<file path="src/rtl/tmr_pkg.sv">
package tmr_pkg;
   localparam int unsigned OFS_CMP  = 'h00;
   localparam int unsigned OFS_CNT  = 'h04;
   localparam int unsigned OFS_STAT = 'h10;
   localparam int unsigned OFS_GO   = 'h14;
   localparam int unsigned OFS_HALT = 'h18;
   localparam int unsigned OFS_CTRL = 'h20;
   localparam int unsigned BUS_W    = 32;

   typedef enum logic {
      MODE_INTERVAL = 1'b0,
      MODE_FREERUN  = 1'b1
   } tmr_mode_e;
endpackage

</file>
<file path="src/rtl/tmr_regs.sv">
module tmr_regs
   import tmr_pkg::*;
#(
   parameter int CNT_W  = 32,
   parameter int ADDR_W = 6
) (
   input  logic              clk,
   input  logic              rst_n,
   input  logic              wr_en,
   input  logic [ADDR_W-1:0] addr,
   input  logic [BUS_W-1:0]  wdata,
   input  logic [CNT_W-1:0]  cnt,
   output logic [CNT_W-1:0]  cmp_q,
   output tmr_mode_e         mode_q,
   output logic              run_q,
   output logic              go,
   output logic              halt,
   output logic [BUS_W-1:0]  rdata
);
   localparam int PAD_W = BUS_W - CNT_W;

   logic [BUS_W-1:0] cmp_ext, cnt_ext;
   logic             sel_cmp, sel_ctrl;

   assign sel_cmp  = wr_en && (addr == ADDR_W'(OFS_CMP));
   assign sel_ctrl = wr_en && (addr == ADDR_W'(OFS_CTRL));
   assign go       = wr_en && (addr == ADDR_W'(OFS_GO))   && wdata[0];
   assign halt     = wr_en && (addr == ADDR_W'(OFS_HALT)) && wdata[0];

   always_ff @(posedge clk or negedge rst_n) begin
      if (!rst_n) begin
         run_q  <= 1'b0;
         cmp_q  <= '0;
         mode_q <= MODE_INTERVAL;
      end else begin
         if (go)
            run_q <= 1'b1;
         else if (halt)
            run_q <= 1'b0;
         if (sel_cmp && !run_q)
            cmp_q <= wdata[CNT_W-1:0];
         if (sel_ctrl && !run_q)
            mode_q <= tmr_mode_e'(wdata[1]);
      end
   end

   generate
      if (PAD_W > 0) begin : g_pad
         assign cmp_ext = {{PAD_W{1'b0}}, cmp_q};
         assign cnt_ext = {{PAD_W{1'b0}}, cnt};
      end else begin : g_full
         assign cmp_ext = cmp_q;
         assign cnt_ext = cnt;
      end
   endgenerate

   always_comb begin
      rdata = '0;
      if (addr == ADDR_W'(OFS_CMP))
         rdata = cmp_ext;
      else if (addr == ADDR_W'(OFS_CNT))
         rdata = cnt_ext;
      else if (addr == ADDR_W'(OFS_STAT))
         rdata = {{(BUS_W-1){1'b0}}, run_q};
      else if (addr == ADDR_W'(OFS_CTRL))
         rdata = {{(BUS_W-2){1'b0}}, mode_q, 1'b0};
   end
endmodule

</file>
<file path="src/rtl/tmr_counter.sv">
module tmr_counter
   import tmr_pkg::*;
#(
   parameter int CNT_W = 32
) (
   input  logic             clk,
   input  logic             rst_n,
   input  tmr_mode_e        mode,
   input  logic             run,
   input  logic             go,
   input  logic             halt,
   input  logic [CNT_W-1:0] cmp,
   output logic [CNT_W-1:0] cnt_q,
   output logic             irq_q
);
   logic tick, hit, at_zero;

   assign tick    = run && !go && !halt;
   assign at_zero = (cnt_q == '0);
   assign hit     = (mode == MODE_FREERUN) ? (cnt_q == cmp) : at_zero;

   always_ff @(posedge clk or negedge rst_n) begin
      if (!rst_n) begin
         cnt_q <= '0;
         irq_q <= 1'b0;
      end else begin
         irq_q <= tick && hit;
         if (go) begin
            cnt_q <= (mode == MODE_FREERUN) ? '0 : cmp;
         end else if (tick) begin
            if (mode == MODE_FREERUN)
               cnt_q <= cnt_q + 1'b1;
            else if (at_zero)
               cnt_q <= cmp;
            else
               cnt_q <= cnt_q - 1'b1;
         end
      end
   end
endmodule

</file>
<file path="src/rtl/tmr_channel.sv">
module tmr_channel
   import tmr_pkg::*;
#(
   parameter int CNT_W  = 32,
   parameter int ADDR_W = 6
) (
   input  logic              clk,
   input  logic              rst_n,
   input  logic              wr_en,
   input  logic [ADDR_W-1:0] addr,
   input  logic [31:0]       wdata,
   output logic [31:0]       rdata,
   output logic              irq
);
   generate
      if (CNT_W < 2 || CNT_W > 32) begin : g_bad_cnt_w
         $error("tmr_channel: CNT_W must lie in 2..32");
      end
      if (ADDR_W < 6) begin : g_bad_addr_w
         $error("tmr_channel: ADDR_W must be at least 6");
      end
   endgenerate

   logic [CNT_W-1:0] cmp_q, cnt_q;
   tmr_mode_e        mode_q;
   logic             run_q, go, halt, irq_q;

   tmr_regs #(.CNT_W(CNT_W), .ADDR_W(ADDR_W)) u_regs (
      .clk    (clk),
      .rst_n  (rst_n),
      .wr_en  (wr_en),
      .addr   (addr),
      .wdata  (wdata),
      .cnt    (cnt_q),
      .cmp_q  (cmp_q),
      .mode_q (mode_q),
      .run_q  (run_q),
      .go     (go),
      .halt   (halt),
      .rdata  (rdata)
   );

   tmr_counter #(.CNT_W(CNT_W)) u_cnt (
      .clk   (clk),
      .rst_n (rst_n),
      .mode  (mode_q),
      .run   (run_q),
      .go    (go),
      .halt  (halt),
      .cmp   (cmp_q),
      .cnt_q (cnt_q),
      .irq_q (irq_q)
   );

   assign irq = irq_q;
endmodule

</file>
<file path="config.mk">
export PLATFORM = sky130hd
export DESIGN_NAME = tmr_channel
export DESIGN_NICKNAME = d
export VERILOG_FILES = /design/src/rtl/tmr_pkg.sv /design/src/rtl/tmr_regs.sv /design/src/rtl/tmr_counter.sv /design/src/rtl/tmr_channel.sv
export SDC_FILE = /design/constraint.sdc
export NUM_CORES = 1
export LEC_CHECK = 0
export ABC_AREA = 1
export BUFFER_PORTS_ARGS = -buffer_cell sky130_fd_sc_hd__buf_2
export CAP_MARGIN = 20
export CORE_UTILIZATION = 47
export CTS_CLUSTER_SIZE = 12
export DETAILED_ROUTE_END_ITERATION = 8
export PLACE_DENSITY_LB_ADDON = 0.08
export SETUP_SLACK_MARGIN = 0.02
export SYNTH_ARGS = -nofsm -noshare
export SYNTH_HDL_FRONTEND = slang
export SYNTH_SLANG_ARGS = --single-unit
</file>
<file path="constraint.sdc">
create_clock -name clk -period 5.85 [get_ports clk]
set_clock_uncertainty 0.15 [all_clocks]
set_input_delay 0 -clock clk [delete_from_list [all_inputs] [get_ports clk]]
set_output_delay 0 -clock clk [all_outputs]
set_load 0.01 [all_outputs]
</file>
==> results.toml <==
[outcome]
outcome = "complete, no violations"

[routing]
vias = 7083
wl_met3_um = 1703
top_layer_used = "met4"
drc = 0
wirelength_um = 23120
drt_pass1_iterations = 6
vias_per_cell = 5.666
m1WireLength_um = 9890
wire_per_inst_um = 18.49
drt_iter0_markers = 672
dr_wl_met2_um = 10580
ant_nets = 0

[timing]
clock.fmax_mhz = 351.2
drv_slew = 0
relSlewSlack_pct = 39.06
finalHoldViolCount = 0
fin_crit_sh_pct = 48.68
rsz0062_at_grt = "false"
period_minus_slack_ns = 2.848
worst_slew_pin_slew_ns = 0.9142
setup_tns_ns = 0
setup_viol = 0
worst_slack_ns = 3.002
hold-worst-slack_ns = 0.1797

[clock_tree]
clk_pin_slew_ns = 0.07
cts-buffers-inserted = 9
cts_root_buf = "clkbuf_16"
ctsLongestPathBuffers = 2
htreeDepth = 3
clock_latency_ns = 0.36
cts.sinks = 67
cts_tree = "yes"

[floorplanning]
dieArea_sq_mm = 0.01410
fp.coreArea_sq_mm = 0.01324
die_x_um = 118.7
rows = 42
ios = 74
die_y_um = 118.7
start_util_pct = 48.36

[synth]
syn_avg_cell_area_sq_um = 6.410
synth.cell_area_sq_mm = 0.006404
synthTopCellsByCount = "218 x nand2_1, 144 x nor2_1, 113 x inv_1"
synth_fp_nets = 1043
syn_inst = 999
synthTopCellsByArea = "dfrtp_1 26%, nand2_1 13%, nor2_1 8.4%, inv_1 6.6%, a21oi_1 6.3%"
synth_cell_types = 44
synthFlopType = "dfrtp_1"
yosysMostFrequentCell = "nand2_1"
synth_top_area_share_pct = 26.18
async_flop_share_pct = 100.0
ys_warn_count = 0
synth-edff-count = 0
yosysTopAreaCell = "dfrtp_1"
seq_area_frac_synth_pct = 26.18
synth_seq_cells = 67

[place]
dp_hpwl_um = 16740
postPlaceCellArea_sq_mm = 0.006666
portBuffers = 73
place.gp.congestion = 0.9523
pre_cts_slack_ns = 3.178

[layout]
area_growth_pct = 15.51
final_util_pct = 55.86
nFillCells = 1409
finalNetCount = 1113
diodes = 0
stdcell_area_sq_mm = 0.007397
layout-drive-gt1-share_pct = 16.11

[setup_path]
startpoint_type = "input port"
path_max_fanout = 41
criticalPathCategory = "in -> reg"
crit_arrival_ns = 2.93
end_kind = "flop"
rr_worst_depth = 8
required_ns = 5.94

[job]
cap_viol_max_count = 0

[grt]
grt_pass1_wl_um = 37030
grt.overflow.total = 0
grt_max_degree = 68
antenna_found_initial = 0
grt_usage_pct = 34.21
grt_pass1_vias = 6755

[worst_hold_path]
holdCritPathClass = "in -> async"

[power_and_ir_drop]
max-vdd-ir-drop_mv = 0.1848
p_per_area_mw_per_mm2 = 342.7
p_leak_uw = 0.003708
[flip-flops by register name, indices dropped and copies added (netlist names)]
register / count
u_cnt.cnt_q: 32
u_regs.cmp_q: 32
u_cnt.irq_q: 1
u_regs.mode_q: 1
u_regs.run_q: 1
[placed cells by master, fill, tap and decap left out, types with 4 or more instances in the layout]
cell,netlist,final
nor2_8,4,4
inv_1,113,113
nor2_2,12,12
nand4_1,19,19
nor2_4,19,19
a22oi_1,4,4
a21oi_1,80,80
o21ai_1,15,15
nand3_2,4,4
buf_2,14,72
nand2_1,218,217
o22ai_1,46,46
nand2_4,8,8
xor2_1,21,21
dlygate4sd3_1,0,37
nor2_1,144,144
inv_2,6,6
o21ai_0,42,42
a31oi_1,4,4
nor3_1,13,13
nand2_2,14,15
clkbuf_16,0,9
nand3_1,59,59
dfrtp_1,67,67
[timing repair]
action,CTS,global route
resized for setup,0,0
endpoints found under the hold margin,100,0
hold buffers,37,0
buffers inserted,0,0
[cell type report]
class / instances / area (sq um) / area share (%)
Clock buffer: 11 / 242.7 / 3.281
Tap cell: 176 / 220.2 / 2.977
Inverter: 122 / 460.4 / 6.225
Sequential cell: 67 / 1677 / 22.67
Clock inverter: 5 / 62.56 / 0.8457
Timing Repair Buffer: 115 / 828.3 / 11.20
Multi-Input combinational cell: 754 / 3906 / 52.81
[kinds of logic (layout without fill, tap and decap cells)]
family	count (synthesis)	count (layout)	share of synthesized area, %
xor+xnor	24	24	3.283
fa+ha+maj	3	3	0.5862
buf+inv	178	253	12.86
compound gates	202	202	17.68
simple gates	523	523	39.06
flops	67	67	26.18
mux	2	2	0.3517
[worst paths after layout]
| check | start | to | slack [ns] |
|---|---|---|---|
| setup / recovery | addr[4] | u_cnt.cnt_q[1] | 3.00 |
| min in group clk | addr[3] | u_cnt.cnt_q[9] | 0.19 |
| max in group asynchronous | rst_n | u_regs.cmp_q[13] | 4.78 |
| setup reg to reg | u_regs.run_q | u_cnt.cnt_q[30] | 3.29 |
| hold reg to reg | u_regs.cmp_q[9] | u_cnt.cnt_q[9] | 0.41 |
| hold / removal | rst_n | u_regs.cmp_q[10] | 0.18 |
[where the power goes]
part	switching [uW]	internal [uW]
Clock	237	343
Sequential	301	550
Combinational	734	370
Total	1270	1260
[critical path, stage by stage]
cell	delay, ns
dlygate4sd3_1	0.51
buf_2	0.15
nand4_1	0.15
nor2_2	0.65
nor2_1	0.42
inv_2	0.66
o21ai_0	0.20
inv_1	0.13
a21oi_2	0.06
[metrics by stage]
| step | std cells | power (uW) |
|---|---|---|
| floorplan | 999 | 1658 |
| global placement | 1194 | 1907 |
| detailed placement | 1195 | 1902 |
| CTS | 1248 | 2502 |
| global route | 1250 | 2694 |
| finish | 1250 | 2535 |
[per-layer routing]
layer  track usage, %  vias up
met2            54.61      361
met3            5.695       60
met4            15.35        0
li1                 -     3391
met1            45.25     3271
met5                0        -
No activity file was read; power rests on OpenSTA's default activity.
